===== config.mk =====
export PLATFORM = sky130hd
export DESIGN_NAME = pr_intake
export DESIGN_NICKNAME = d
export VERILOG_FILES = /design/src/rtl/pr_intake_pkg.sv /design/src/rtl/pr_bus_decode.sv /design/src/rtl/pr_crc_acc.sv /design/src/rtl/pr_xfer_ctrl.sv /design/src/rtl/pr_intake.sv
export SDC_FILE = /design/constraint.sdc
export NUM_CORES = 1
export LEC_CHECK = 0
export BUFFER_PORTS_ARGS = -buffer_cell sky130_fd_sc_hd__clkbuf_2
export CORE_MARGIN = 2
export CORE_UTILIZATION = 35
export DETAILED_ROUTE_END_ITERATION = 8
export SLEW_MARGIN = 20
export SYNTH_ARGS = -nofsm -noshare
export SYNTH_HDL_FRONTEND = slang
export SYNTH_SLANG_ARGS = --single-unit
export TNS_END_PERCENT = 100

===== constraint.sdc =====
create_clock -name clk -period 2.65 [get_ports clk]
set_clock_uncertainty 0.1 [all_clocks]
set_input_delay 0.53 -clock clk [delete_from_list [all_inputs] [get_ports clk]]
set_output_delay 0.53 -clock clk [all_outputs]
set_load 0.1 [all_outputs]

===== src/rtl/pr_intake_pkg.sv =====
package pr_intake_pkg;

  localparam int WORD_W = 32;

  typedef enum logic [2:0] {
    ST_IDLE       = 3'd0,
    ST_FAIL       = 3'd1,
    ST_CRC_BAD    = 3'd2,
    ST_STREAM_BAD = 3'd3,
    ST_BUSY       = 3'd4,
    ST_DONE       = 3'd5
  } pr_status_e;

  localparam logic [WORD_W-1:0] CRC_POLY = 32'h04C1_1DB7;
  localparam logic [WORD_W-1:0] CRC_SEED = 32'hFFFF_FFFF;

  // One whole word folded into the running CRC, most significant bit first.
  function automatic logic [WORD_W-1:0] crc_fold(input logic [WORD_W-1:0] acc,
                                                 input logic [WORD_W-1:0] word);
    logic [WORD_W-1:0] c;
    logic              fb;
    c = acc;
    for (int i = WORD_W - 1; i >= 0; i--) begin
      fb = c[WORD_W-1] ^ word[i];
      c  = {c[WORD_W-2:0], 1'b0} ^ (fb ? CRC_POLY : '0);
    end
    return c;
  endfunction

endpackage


===== src/rtl/pr_bus_decode.sv =====
module pr_bus_decode #(
  parameter int ADDR_W = 4
) (
  input  logic [ADDR_W-1:0] addr,
  output logic              sel_data,
  output logic              sel_csr
);
  localparam logic [ADDR_W-1:0] OFS_DATA = ADDR_W'(0);
  localparam logic [ADDR_W-1:0] OFS_CSR  = ADDR_W'(4);

  // Exact match on all bits: misaligned offsets fall outside the map.
  always_comb begin
    sel_data = (addr == OFS_DATA);
    sel_csr  = (addr == OFS_CSR);
  end
endmodule


===== src/rtl/pr_crc_acc.sv =====
module pr_crc_acc
  import pr_intake_pkg::*;
(
  input  logic              clk,
  input  logic              rst_n,
  input  logic              clear,
  input  logic              update,
  input  logic [WORD_W-1:0] word,
  output logic [WORD_W-1:0] crc_q
);
  logic [WORD_W-1:0] crc_n;
  logic              crc_en;

  always_comb begin
    crc_en = clear | update;
    if (clear) crc_n = CRC_SEED;
    else       crc_n = crc_fold(crc_q, word);
  end

  always_ff @(posedge clk or negedge rst_n) begin
    if (!rst_n)      crc_q <= CRC_SEED;
    else if (crc_en) crc_q <= crc_n;
  end
endmodule


===== src/rtl/pr_xfer_ctrl.sv =====
module pr_xfer_ctrl
  import pr_intake_pkg::*;
#(
  parameter int CNT_W = 16
) (
  input  logic             clk,
  input  logic             rst_n,
  input  logic             start_req,
  input  logic             data_wr,
  input  logic             accept,
  input  logic             fault,
  input  logic             final_ok,
  input  logic [CNT_W-1:0] word_total,
  output pr_status_e       status_q,
  output logic             start_q,
  output logic             busy,
  output logic             crc_clear,
  output logic             crc_update
);
  localparam int CMP_W = CNT_W + 1;

  logic [CNT_W-1:0] cnt_q, cnt_n;
  logic [CMP_W-1:0] cnt_plus;
  logic             is_last;
  logic             cnt_en, state_en;
  pr_status_e       status_n;
  logic             start_n;

  always_comb begin
    busy     = (status_q == ST_BUSY);
    cnt_plus = {1'b0, cnt_q} + CMP_W'(1);
    is_last  = (cnt_plus >= {1'b0, word_total});
  end

  always_comb begin
    status_n   = status_q;
    start_n    = start_q;
    cnt_n      = cnt_q;
    cnt_en     = 1'b0;
    crc_clear  = 1'b0;
    crc_update = 1'b0;
    if (start_req && !start_q) begin
      status_n  = ST_BUSY;
      start_n   = 1'b1;
      cnt_n     = '0;
      cnt_en    = 1'b1;
      crc_clear = 1'b1;
    end else if (data_wr && !busy) begin
      status_n = ST_FAIL;
    end else if (busy && fault) begin
      status_n = ST_STREAM_BAD;
      start_n  = 1'b0;
    end else if (accept) begin
      if (is_last) begin
        status_n = final_ok ? ST_DONE : ST_CRC_BAD;
        start_n  = 1'b0;
      end else begin
        cnt_n      = cnt_q + CNT_W'(1);
        cnt_en     = 1'b1;
        crc_update = 1'b1;
      end
    end
    state_en = (status_n != status_q) || (start_n != start_q);
  end

  always_ff @(posedge clk or negedge rst_n) begin
    if (!rst_n) begin
      status_q <= ST_IDLE;
      start_q  <= 1'b0;
    end else if (state_en) begin
      status_q <= status_n;
      start_q  <= start_n;
    end
  end

  always_ff @(posedge clk or negedge rst_n) begin
    if (!rst_n)      cnt_q <= '0;
    else if (cnt_en) cnt_q <= cnt_n;
  end
endmodule


===== src/rtl/pr_intake.sv =====
module pr_intake
  import pr_intake_pkg::*;
#(
  parameter int ADDR_W = 4,
  parameter int CNT_W  = 16
) (
  input  logic              clk,
  input  logic              rst_n,
  input  logic [ADDR_W-1:0] bus_addr,
  input  logic              bus_wr,
  input  logic              bus_rd,
  input  logic [31:0]       bus_wdata,
  output logic [31:0]       bus_rdata,
  output logic              bus_wait,
  input  logic [CNT_W-1:0]  word_total,
  output logic [31:0]       cfg_data,
  output logic              cfg_valid,
  input  logic              cfg_ready,
  input  logic              cfg_fault
);
  localparam int PAD_W = WORD_W - 5;

  logic [1:0]        rst_sync_q;
  logic              rst_core_n;
  logic              sel_data, sel_csr;
  logic              data_wr, start_req, accept, final_ok, busy;
  logic              crc_clear, crc_update;
  logic [WORD_W-1:0] crc_q;
  pr_status_e        status_q;
  logic              start_q;

  // Reset asserts at once and leaves two edges after rst_n rises.
  always_ff @(posedge clk or negedge rst_n) begin
    if (!rst_n) rst_sync_q <= 2'b00;
    else        rst_sync_q <= {rst_sync_q[0], 1'b1};
  end
  assign rst_core_n = rst_sync_q[1];

  pr_bus_decode #(.ADDR_W(ADDR_W)) u_dec (
    .addr     (bus_addr),
    .sel_data (sel_data),
    .sel_csr  (sel_csr)
  );

  always_comb begin
    data_wr   = bus_wr & sel_data;
    start_req = bus_wr & sel_csr & bus_wdata[0];
    cfg_valid = data_wr & busy;
    cfg_data  = bus_wdata;
    accept    = cfg_valid & cfg_ready;
    bus_wait  = cfg_valid & ~cfg_ready;
    final_ok  = (bus_wdata == ~crc_q);
  end

  pr_crc_acc u_crc (
    .clk    (clk),
    .rst_n  (rst_core_n),
    .clear  (crc_clear),
    .update (crc_update),
    .word   (bus_wdata),
    .crc_q  (crc_q)
  );

  pr_xfer_ctrl #(.CNT_W(CNT_W)) u_ctrl (
    .clk        (clk),
    .rst_n      (rst_core_n),
    .start_req  (start_req),
    .data_wr    (data_wr),
    .accept     (accept),
    .fault      (cfg_fault),
    .final_ok   (final_ok),
    .word_total (word_total),
    .status_q   (status_q),
    .start_q    (start_q),
    .busy       (busy),
    .crc_clear  (crc_clear),
    .crc_update (crc_update)
  );

  always_comb begin
    if (bus_rd && sel_csr) bus_rdata = {{PAD_W{1'b0}}, status_q, 1'b0, start_q};
    else                   bus_rdata = '0;
  end
endmodule


# Word level (Yosys, flattened, before mapping)
# Index checks and enable logic that the tools add are counted.
dict set report op_classes {
  n_lt_le_gt_ge 1
  add_sub_neg 2
  n_eq_ne 8
  reduce_logical 10
  n_bitwise 73
  muxes 57
}
# op n
set ops {}
lappend ops {{$xor A32 B32 Y32} 32}
lappend ops {{$mux W27} 32}
lappend ops {{$mux W16} 5}
lappend ops {{$eq A32 B32 Y1} 1}
lappend ops {{$mux W32} 1}
lappend ops {{$not A32 Y32} 1}
lappend ops {{$xor A1 B1 Y1} 32}
lappend ops {{$mux W3} 6}
lappend ops {{$add A16 B1 Y17 const B} 1}
lappend ops {{$ge A17 B16 Y1} 1}
lappend ops {{$add A16 B1 Y16 const B} 1}
lappend ops {{$mux W1} 12}
lappend ops {{$and A1 B1 Y1} 6}
lappend ops {{$mux W5} 1}
lappend ops {{$reduce_and A5 Y1} 1}
lappend ops {{$eq A4 B3 Y1 const B} 1}
lappend ops {{$logic_and A1 B1 Y1} 4}
lappend ops {{$logic_not A4 Y1} 1}
lappend ops {{$ne A2 B1 Y1 const B} 2}
lappend ops {{$eq A3 B3 Y1 const B} 1}
lappend ops {{$ne A3 B3 Y1} 1}
lappend ops {{$logic_not A1 Y1} 2}
lappend ops {{$ne A2 B2 Y1 const B} 1}
lappend ops {{$reduce_bool A2 Y1} 1}
lappend ops {{other kinds (4)} 4}
dict set report word_totals {
  inputBits 58
  ff_bits 54
}

# Logic depth before layout (Yosys ltp)
# Gate-level depths: netlist of run 1.
dict set report logic_depth {
  ltp_word 97
  depth_mapped 18
  ltp_nobuf 15
}

# Cells and area by module
# A second synthesis of run 1 with hierarchy kept.
dict set report unflattened {
  hier_cells 714
  hier_area_um2 7332.0
}
# mod cells_each seq_area_each_um2 area_each_um2 n_inst
set by_module_without_submodules {}
lappend by_module_without_submodules {pr_crc_acc 397 840.8 4678.2 1}
lappend by_module_without_submodules {pr_xfer_ctrl 199 500.5 1714.1 1}
lappend by_module_without_submodules {pr_intake 116 50.0 912.1 1}
lappend by_module_without_submodules {pr_bus_decode 2 0.0 27.5 1}

# Least setup slack after synthesis of run 1
# Ideal clock, no wire load.
dict set report synth_timing {
  path_type {in2out}
  from {input bus_addr[3]}
  to {output bus_wait}
  slack_ps -1218
  arrival_time_ps 3238
  path_stages 4
  cell_sequence {nor3_1 -> and3b_1 -> and3_1 -> nor2b_1}
}
dict set report synth_between {
  elab_chain_cells 4
}
# element line_no
set synth_rtl {}
lappend synth_rtl {{start, declared} pr_intake.sv:9} ;# input logic [ADDR_W-1:0] bus_addr,
lappend synth_rtl {{$logic_not A4 Y1} pr_bus_decode.sv:13} ;# sel_data = (addr == OFS_DATA);
lappend synth_rtl {{$and A1 B1 Y1} pr_intake.sv:46} ;# data_wr = bus_wr & sel_data;
lappend synth_rtl {{$and A1 B1 Y1} pr_intake.sv:48} ;# cfg_valid = data_wr & busy;
lappend synth_rtl {{named net cfg_valid} pr_intake.sv:17} ;# output logic cfg_valid,
lappend synth_rtl {{$and A1 B1 Y1} pr_intake.sv:51} ;# bus_wait = cfg_valid & ~cfg_ready;
lappend synth_rtl {{end, declared} pr_intake.sv:14} ;# output logic bus_wait,
# The timed path passes the listed nets, and every way through them passes these cells.

# Worst setup path in the final report of run 1
dict set report layout_timing {
  from {register u_crc.crc_q[27]}
  to {register u_crc.crc_q[12]}
}
dict set report layout_between {
  elab_chain_cells 43
  elab_cells_between_ends 63
  cone_classes {16 x mux; 47 x bitwise}
}
# element line_no
set layout_rtl {}
lappend layout_rtl {{start, declared} pr_crc_acc.sv:9} ;# output logic [WORD_W-1:0] crc_q
lappend layout_rtl {{start signal, assigned} pr_crc_acc.sv:22} ;# else if (crc_en) crc_q <= crc_n;
lappend layout_rtl {{$xor A32 B32 Y32 (*) (4 in series)} pr_intake_pkg.sv:25} ;# c = {c[WORD_W-2:0], 1'b0} ^ (fb ? CRC_POLY : '0);
lappend layout_rtl {{$xor A1 B1 Y1 (*)} pr_intake_pkg.sv:24} ;# fb = c[WORD_W-1] ^ word[i];
lappend layout_rtl {{$mux W27 (*)} pr_intake_pkg.sv:25}
lappend layout_rtl {{$xor A32 B32 Y32 (*) (6 in series)} pr_intake_pkg.sv:25}
lappend layout_rtl {{$xor A1 B1 Y1 or $xor A32 B32 Y32 (tied branches)} {pr_intake_pkg.sv:24, pr_intake_pkg.sv:25}}
lappend layout_rtl {{$mux W27 or $xor A32 B32 Y32 (tied branches)} pr_intake_pkg.sv:25}
lappend layout_rtl {{$xor A32 B32 Y32 (*) (6 in series)} pr_intake_pkg.sv:25}
lappend layout_rtl {{$xor A1 B1 Y1 or $xor A32 B32 Y32 (tied branches)} {pr_intake_pkg.sv:24, pr_intake_pkg.sv:25}}
lappend layout_rtl {{$mux W27 or $xor A32 B32 Y32 (tied branches)} pr_intake_pkg.sv:25}
lappend layout_rtl {{$xor A32 B32 Y32 (*) (6 in series)} pr_intake_pkg.sv:25}
lappend layout_rtl {{$xor A1 B1 Y1 or $xor A32 B32 Y32 (tied branches)} {pr_intake_pkg.sv:24, pr_intake_pkg.sv:25}}
lappend layout_rtl {{$mux W27 or $xor A32 B32 Y32 (tied branches)} pr_intake_pkg.sv:25}
lappend layout_rtl {{$xor A32 B32 Y32 (*) (9 in series)} pr_intake_pkg.sv:25}
lappend layout_rtl {{$xor A1 B1 Y1} pr_intake_pkg.sv:24}
lappend layout_rtl {{$mux W27} pr_intake_pkg.sv:25}
lappend layout_rtl {{$xor A32 B32 Y32 (*)} pr_intake_pkg.sv:25}
lappend layout_rtl {{$mux W32 (*)} pr_crc_acc.sv:16} ;# if (clear) crc_n = CRC_SEED;
# Mark *: on every way between the ends. The rest lies on a longest branch, timed or not.
# A chain may end at the register's enable or synchronous reset.

==> qor.yml, run 1 <==
setup_path:
  crit_slowest_cell: "dfstp_2"
  cpMostUsedCell: "xnor3_2"
  path_class: "register to register"
  max_stage_delay_ps: 590
  critPathMaxFanout: 5
  crit_chain: "xnor2_4, buf_6, xnor3_2, buf_4, buf_4, xnor3_2, xor2_4, buf_6, xnor3_2, xnor2_2, xnor2_1, xnor2_1, nor3_1, o21ai_1"
  path_buf_inv: 4
  cp-end-kind: "register"
  cp.required_ps: 2790
  arrival_ps: 3670
  critPathTopFamily: "XOR/XNOR gates"
  start_kind: "register"
layout:
  final_common_cell: "buf_4"
  fillers: 1458
  final_nets: 1056
  most-common-layout-cells: "209 x buf_4, 96 x xnor2_1, 89 x clkbuf_2, 41 x xnor2_2, 40 x buf_6"
  fin_util_pct: 59.0
  diodes: 0
  syn_to_final_growth_pct: 64.5
  drive_gt1_share_pct: 60.9
  finalNonFillerCells: 1213
yosys:
  ys_ff_latch: 54
  synthCells: 657
  yosys_warnings: 0
  synth_flop_cell: "dfstp_2"
  syn_area_per_cell_um2: 10.3
  syn_area_mm2: 0.00674
  ys_types: 47
  synth-edff-count: 0
  yosys-top-cells-area: "xnor2_1 20%, dfstp_2 12%, xnor3_1 12%"
  synth_top_area_share_pct: 19.8
  synth.largest_area_cell: "xnor2_1"
  yosysSeqAreaShare_pct: 20.7
  async_flop_share_pct: 100
routing:
  detail_route.wl_per_cell_um: 19.2
  wl_met2_um: 11000
  routed.top_layer: "met4"
  route.detailed.drc: 0
  wl_met1_um: 10200
  drt_iter0_markers: 342
  vias_per_cell: 4.82
  first_pass_iters: 5
  wirelength_um: 23200
  vias: 5847
  wl_met3_um: 1250
  ant_nets: 0
clock_tree:
  cts_tree: "yes"
  cts_sinks: 54
  clk_pin_slew_worst_paths_ps: 90
  clock_latency_ps: 320
  cts_root_buf: "clkbuf_16"
  htreeDepth: 2
  clock_path_buffers: 2
  cts_buffers: 5
global_route:
  grtUsageTotal_pct: 23.0
  grt-ovfl-total: 0
  grt_pass1_wl_um: 34700
  grt_pass1_vias: 5882
  grt_max_degree: 37
  antenna_found_initial: 0
die:
  start_util_pct: 35.9
  fp.dieH_um: 143
  dieArea_mm2: 0.0204
  core_area_mm2: 0.0188
  fp-row-count: 50
  ios: 124
  die_x_um: 143
run_status:
  violations: "setup timing"
  outcome: "finished with violations"
timing:
  drv_slew: 0
  timing.slew.headroom_pct: 40.8
  worst_slack_ps: -884
  tightest_slew_ps: 888
  fmax_ghz: 0.283
  hold_viol: 0
  final.min_clock_period_ps: 3530
  min_period_over_period_pct: 133
  setup-violations-final: 52
  rsz0062_at_grt: "yes"
min_path:
  worstHoldPathType: "register to register"
place:
  place_ws_ps: -1110
  dpl.cell_count: 1140
  place.gp.congestion: 0.908
  hpwl_um: 16300
  io_buffers: 95
run:
  maxCapViolCount: 0
[registers in the layout, summed over array words and instances, names as in the netlist]
signal,count
rst_sync_q,2
u_crc.crc_q,32
u_ctrl.start_q,1
u_ctrl.status_q,3
u_ctrl.cnt_q,16
[path summary, 6_finish.rpt]
kind                                  from                 end  slack, ps  cells after the start
min reg2reg                  rst_sync_q[0]       rst_sync_q[1]        260                      0
min                          rst_sync_q[0]       rst_sync_q[1]        260                      0
max reg2reg                u_crc.crc_q[27]     u_crc.crc_q[12]       -880                     14
min in group asynchronous    rst_sync_q[1]  u_ctrl.status_q[0]        300                      0
max                        u_crc.crc_q[27]     u_crc.crc_q[12]       -880                     14
max in group asynchronous    rst_sync_q[1]      u_crc.crc_q[9]       1380                      1
[final cells by class]
class	count	area, µm²	share of cell area, %
Multi-Input combinational cell	534	6210	56.1
Timing Repair Buffer	361	2940	26.6
Sequential cell	54	1390	12.6
Tap cell	234	293	2.64
Clock buffer	5	125	1.13
Inverter	22	82.6	0.745
Clock inverter	3	28.8	0.260
[layer usage]
metal	up-vias	GRT usage (%)
met3	44	3.69
li1	2760	-
met5	-	0
met1	2848	32.1
met2	195	36.3
met4	0	8.08
[logic make-up (layout without fill, tap and decap cells)]
group | after synthesis | count (layout) | synth area share, %
XOR/XNOR | 262 | 262 | 47.5
AO/OA/AOI/OAI | 62 | 62 | 5.91
AND/OR/NAND/NOR | 136 | 136 | 9.71
other | 2 | 29 | 0.111
flip-flops | 54 | 54 | 20.7
adder cells (fa/ha/maj) | 20 | 20 | 3.71
multiplexers | 25 | 25 | 3.71
buffers and inverters | 96 | 391 | 8.69
[cell usage after synthesis, types with 4 or more instances]
master,number
nand2_1,35
clkbuf_1,14
xor2_1,41
nand3_1,24
nor3_1,6
buf_4,60
o21ai_0,21
nor4_1,6
xnor2_2,10
a211oi_1,8
xnor3_1,35
and2_1,5
a31o_2,8
and3_1,4
xnor2_1,152
nand2b_1,4
xnor2_4,8
inv_1,20
mux2i_1,25
nor2_1,32
nand4_1,6
dfrtp_1,22
ha_1,20
a21oi_1,11
dfstp_2,32
or3_1,5
o211ai_1,4
xor2_2,7
[timing repair]
item | CTS | global route
buffers inserted | 46 | 16
hold buffers | 1 | 0
cloned | 7 | 0
hold endpoints to repair | 2 | 0
setup endpoints to repair | 52 | 52
resized for setup | 148 | 51
pin swaps | 71 | 23
[metrics by stage]
step / hold slack, ps / setup TNS (ps) / area (µm²)
finish: 259 / -36650 / 11100
global route: 264 / -43150 / 11100
CTS: 262 / -35230 / 10700
detailed placement: 217 / -40880 / 9160
global placement: 217 / -39920 / 9160
floorplan: 134 / -26850 / 7280
Power of run 1 is left out: the tool's default activity adds up to more than one toggle a clock period on the data nets, which glitch-free logic cannot reach.
==> run 2: changes to the inputs <==
--- a/config.mk
+++ b/config.mk
@@ -7,7 +7,7 @@
 export LEC_CHECK = 0
 export BUFFER_PORTS_ARGS = -buffer_cell sky130_fd_sc_hd__clkbuf_2
 export CORE_MARGIN = 2
-export CORE_UTILIZATION = 35
+export CORE_UTILIZATION = 38
 export DETAILED_ROUTE_END_ITERATION = 8
 export SLEW_MARGIN = 20
 export SYNTH_ARGS = -nofsm -noshare
==> qor.yml, run 2 (synthesis results as in run 1) <==
die:
  die_x_um: 137
  dieArea_mm2: 0.0188
  fp-row-count: 48
  fp.dieH_um: 137
  ios: 124
  core_area_mm2: 0.0173
  start_util_pct: 38.9
layout:
  multi_input_area_mm2: 0.00602
  most-common-layout-cells: "215 x buf_4, 102 x xnor2_1, 89 x clkbuf_2, 40 x xnor2_2, 35 x buf_6"
  final_nets: 1054
  final_common_cell: "buf_4"
  finalNonFillerCells: 1202
  diodes: 0
  regArea_mm2: 0.00139
  syn_to_final_growth_pct: 60.6
  drive_gt1_share_pct: 59.6
  largest_reg_flops: 32
  reg_top3: "u_crc.crc_q: 32 flops, u_ctrl.cnt_q: 16 flops, u_ctrl.status_q: 3 flops"
  regMostFlops: "u_crc.crc_q"
  final_area_mm2: 0.0108
  fillers: 1316
place:
  hpwl_um: 16900
  place_ws_ps: -1140
  dpl.cell_count: 1123
  place_area_mm2: 0.00906
  io_buffers: 95
  place.gp.congestion: 0.967
routing:
  vias: 5864
  drt_iter0_markers: 390
  ant_nets: 0
  detail_route.wl_per_cell_um: 19.5
  wirelength_um: 23400
  vias_per_cell: 4.88
  first_pass_iters: 5
  route.detailed.drc: 0
setup_path:
  path_buf_inv: 4
  start_kind: "register"
  path_depth: 17
  crit_chain: "ha_4, nand3_4, or2_4, buf_6, or3_4, nand2_4, ha_4, a21oi_2, a21oi_2, o211ai_1, a21oi_2, buf_4, o21ai_4, nand2_8, buf_12, buf_16, a31o_2"
  max_stage_delay_ps: 440
  critPathTopFamily: "compound AO/OA/AOI/OAI gates"
  r2r_cells: 17
  cpMostUsedCell: "a21oi_2"
  cp-end-kind: "register"
  arrival_ps: 3690
  crit_slowest_cell: "dfrtp_1"
  critPathMaxFanout: 5
  path_class: "register to register"
  cp.required_ps: 2760
global_route:
  antenna_found_initial: 0
  grt_max_degree: 32
  grt_pass1_wl_um: 34600
  grt_pass1_vias: 6046
  grtUsageTotal_pct: 25.1
  grt-ovfl-total: 0
clock_tree:
  clk_pin_slew_worst_paths_ps: 80
  clock_path_buffers: 2
  clock_latency_ps: 320
  cts_sinks: 54
  cts_root_buf: "clkbuf_16"
  htreeDepth: 2
  cts_tree: "yes"
  cts_buffers: 5
run_status:
  violations: "setup timing"
  outcome: "finished with violations"
run:
  maxCapViolCount: 0
timing:
  final.min_clock_period_ps: 3590
  setup-violations-final: 52
  worst_slack_ps: -937
  timing.slew.headroom_pct: 48.3
  drv_slew: 0
  rsz0062_at_grt: "yes"
  fmax_ghz: 0.279
  min_period_over_period_pct: 135
  tightest_slew_ps: 775
  hold_viol: 0
min_path:
  worstHoldPathType: "register to asynchronous set/reset pin"
[run 2: cell types whose count changed in the layout (fill, tap and decap cells not counted), sizes merged]
cell	delta
buf	-4
bufbuf	+2
inv	-1
clkbuf	+1
[run 2: metrics by stage]
step                setup TNS, ps  hold slack, ps  util (%)
floorplan                  -26850             134         -
global placement           -42470             217      52.4
detailed placement         -43610             220      52.4
CTS                        -39200             256      60.2
global route               -47050             273      62.5
finish                     -42180             243      62.5
[run 2: path summary, 6_finish.rpt]
kind | startpoint | to | slack [ps]
max | u_ctrl.cnt_q[0] | u_ctrl.cnt_q[6] | -940
min | rst_sync_q[1] | u_ctrl.start_q | 240
max reg2reg | u_ctrl.cnt_q[0] | u_ctrl.cnt_q[6] | -940
min reg2reg | rst_sync_q[1] | u_ctrl.start_q | 240
max in group asynchronous | rst_sync_q[1] | u_crc.crc_q[25] | 1400
min in group clk | rst_sync_q[0] | rst_sync_q[1] | 250
[run 2: layer usage]
layer  vias to the layer above  wire, µm  part of all wire [%]  global-route usage (%)
met4                         0       548                   2.3                    6.30
met1                      2888      9920                    42                    32.8
met3                        38      1210                   5.2                    3.78
li1                       2749         -                     -                       -
met2                       189     11800                    50                    43.4
met5                         -         0                     0                       0
[run 2: cell type report]
cell class	count	area share (%)
inverter	22	0.763
tap	225	2.60
multi-input combinational	534	55.7
clock inverter	2	0.127
sequential	54	12.9
timing repair buffer	359	26.8
clock buffer	6	1.19
[run 2: what timing repair did]
action / CTS / global route
gates cloned: 6 / 0
pin swaps: 56 / 46
setup buffers: 42 / 29
setup endpoints to repair: 52 / 52
hold buffers: 1 / 0
resized for setup: 132 / 46
endpoints found under the hold margin: 2 / 0
Power of run 2 is left out for the same reason.
==> run 3: changes to the inputs <==
--- a/config.mk
+++ b/config.mk
@@ -6,9 +6,12 @@
 export NUM_CORES = 1
 export LEC_CHECK = 0
 export BUFFER_PORTS_ARGS = -buffer_cell sky130_fd_sc_hd__clkbuf_2
+export CELL_PAD_IN_SITES_DETAIL_PLACEMENT = 0
+export CELL_PAD_IN_SITES_GLOBAL_PLACEMENT = 1
 export CORE_MARGIN = 2
 export CORE_UTILIZATION = 38
 export DETAILED_ROUTE_END_ITERATION = 8
+export PLACE_DENSITY_LB_ADDON = 0.1
 export SLEW_MARGIN = 20
 export SYNTH_ARGS = -nofsm -noshare
 export SYNTH_HDL_FRONTEND = slang
==> qor.yml, run 3 (synthesis results as in run 1) <==
routing:
  drt_iter0_markers: 278
  detail_route.wl_per_cell_um: 19.2
  ant_nets: 0
  vias_per_cell: 4.77
  wirelength_um: 22900
  first_pass_iters: 4
  route.detailed.drc: 0
  vias: 5666
layout:
  regMostFlops: "u_crc.crc_q"
  diodes: 0
  drive_gt1_share_pct: 59.0
  final_common_cell: "buf_4"
  syn_to_final_growth_pct: 56.8
  largest_reg_flops: 32
  fillers: 1447
  most-common-layout-cells: "214 x buf_4, 99 x xnor2_1, 89 x clkbuf_2, 44 x xnor2_2, 32 x dfstp_2"
  reg_top3: "u_crc.crc_q: 32 flops, u_ctrl.cnt_q: 16 flops, u_ctrl.status_q: 3 flops"
  final_nets: 1041
die:
  fp.dieH_um: 137
  ios: 124
  die_x_um: 137
  core_area_mm2: 0.0173
  dieArea_mm2: 0.0188
  start_util_pct: 38.9
  fp-row-count: 48
clock_tree:
  clock_path_buffers: 2
  cts_tree: "yes"
  clock_latency_ps: 310
  cts_root_buf: "clkbuf_16"
  cts_buffers: 5
  htreeDepth: 2
  clk_pin_slew_worst_paths_ps: 80
  cts_sinks: 54
setup_path:
  crit_chain: "xnor2_4, buf_6, xnor3_2, buf_6, xnor2_4, buf_6, xnor3_2, xnor3_2, xnor2_2, buf_6, xnor2_4, xnor2_2, nor3_2, o21ai_1"
  path_class: "register to register"
  cp-end-kind: "register"
  path_buf_inv: 4
  cpMostUsedCell: "buf_6"
  critPathMaxFanout: 5
  start_kind: "register"
  max_stage_delay_ps: 600
  critPathTopFamily: "XOR/XNOR gates"
  arrival_ps: 3710
  crit_slowest_cell: "dfstp_2"
  cp.required_ps: 2790
timing:
  drv_slew: 0
  hold_viol: 0
  min_period_over_period_pct: 135
  fmax_ghz: 0.280
  tightest_slew_ps: 916
  final.min_clock_period_ps: 3570
  worst_slack_ps: -924
  timing.slew.headroom_pct: 38.9
  setup-violations-final: 52
  rsz0062_at_grt: "yes"
global_route:
  grtUsageTotal_pct: 24.6
  grt_pass1_vias: 5725
  grt-ovfl-total: 0
  grt_pass1_wl_um: 33800
  grt_max_degree: 34
  antenna_found_initial: 0
min_path:
  worstHoldPathType: "register to asynchronous set/reset pin"
place:
  hpwl_um: 17800
  io_buffers: 95
  place_ws_ps: -1150
  place.gp.congestion: 0.949
run_status:
  outcome: "finished with violations"
  violations: "setup timing"
run:
  maxCapViolCount: 0
==> run 3: cell types whose count changed in the layout (fill, tap and decap cells not counted), moves of 3 or more <==
cell	delta
buf_16	-3
buf_6	-8
nor3_2	+3
o21ai_1	-6
xor2_2	+5
nand3_2	-4
o21ai_0	+5
xnor2_1	-3
xnor2_2	+4
xor2_1	-4
nand3_1	+5
==> run 3: worst paths after layout <==
kind                            startpoint            endpoint  slack, ps  cells after the start
max                        u_crc.crc_q[23]     u_crc.crc_q[12]       -920                     14
min                          rst_sync_q[1]  u_ctrl.status_q[1]        260                      0
max reg2reg                u_crc.crc_q[23]     u_crc.crc_q[12]       -920                     14
min reg2reg                  rst_sync_q[1]  u_ctrl.status_q[1]        260                      0
max in group asynchronous    rst_sync_q[1]     u_crc.crc_q[28]       1510                      1
min in group clk             rst_sync_q[0]       rst_sync_q[1]        260                      0
==> run 3: worst register-to-register path, stage by stage (launching register included) <==
cell	delay, ps
dfstp_2	600
xnor2_4	140
buf_6	140
xnor3_2	480
buf_6	160
xnor2_4	220
buf_6	130
xnor3_2	440
xnor3_2	300
xnor2_2	170
buf_6	140
xnor2_4	170
xnor2_2	140
nor3_2	50
o21ai_1	120
==> run 3: what timing repair did <==
item | in CTS | in global routing
hold endpoints to repair | 2 | 0
hold buffers | 1 | 0
endpoints found under the setup margin | 52 | 52
buffers inserted | 38 | 13
resized for setup | 97 | 54
cloned | 2 | 0
pin swaps | 38 | 45
==> run 3: cell type report <==
type	instances	area [µm²]	area share, %
inverter	22	85.1	0.806
sequential	54	1390	13.2
clock buffer	6	150	1.42
multi-input combinational	534	5970	56.5
timing repair buffer	346	2660	25.2
tap	225	282	2.67
clock inverter	2	17.5	0.166
==> run 3: per-layer routing <==
layer  routed length [µm]  up-vias  track usage [%]
met4                  324        0             4.30
met2                11100      155             40.2
li1                     -     2720                -
met5                    0        -                0
met3                  995       18             2.93
met1                10400     2773             35.3
==> run 3: through the flow <==
step           hold slack, ps  instance area [µm²]  cells  setup TNS [ps]  util [%]
3_5_place_dp              219                 9140   1132          -44100      52.8
6_report                  257                10600   1189          -37500      61.1
3_3_place_gp              215                 9140   1132          -43550      52.8
5_1_grt                   270                10600   1189          -44410      61.1
4_1_cts                   263                10200   1179          -37020      58.9
2_1_floorplan             134                 7280    684          -26850         -
Power of run 3 is left out for the same reason.
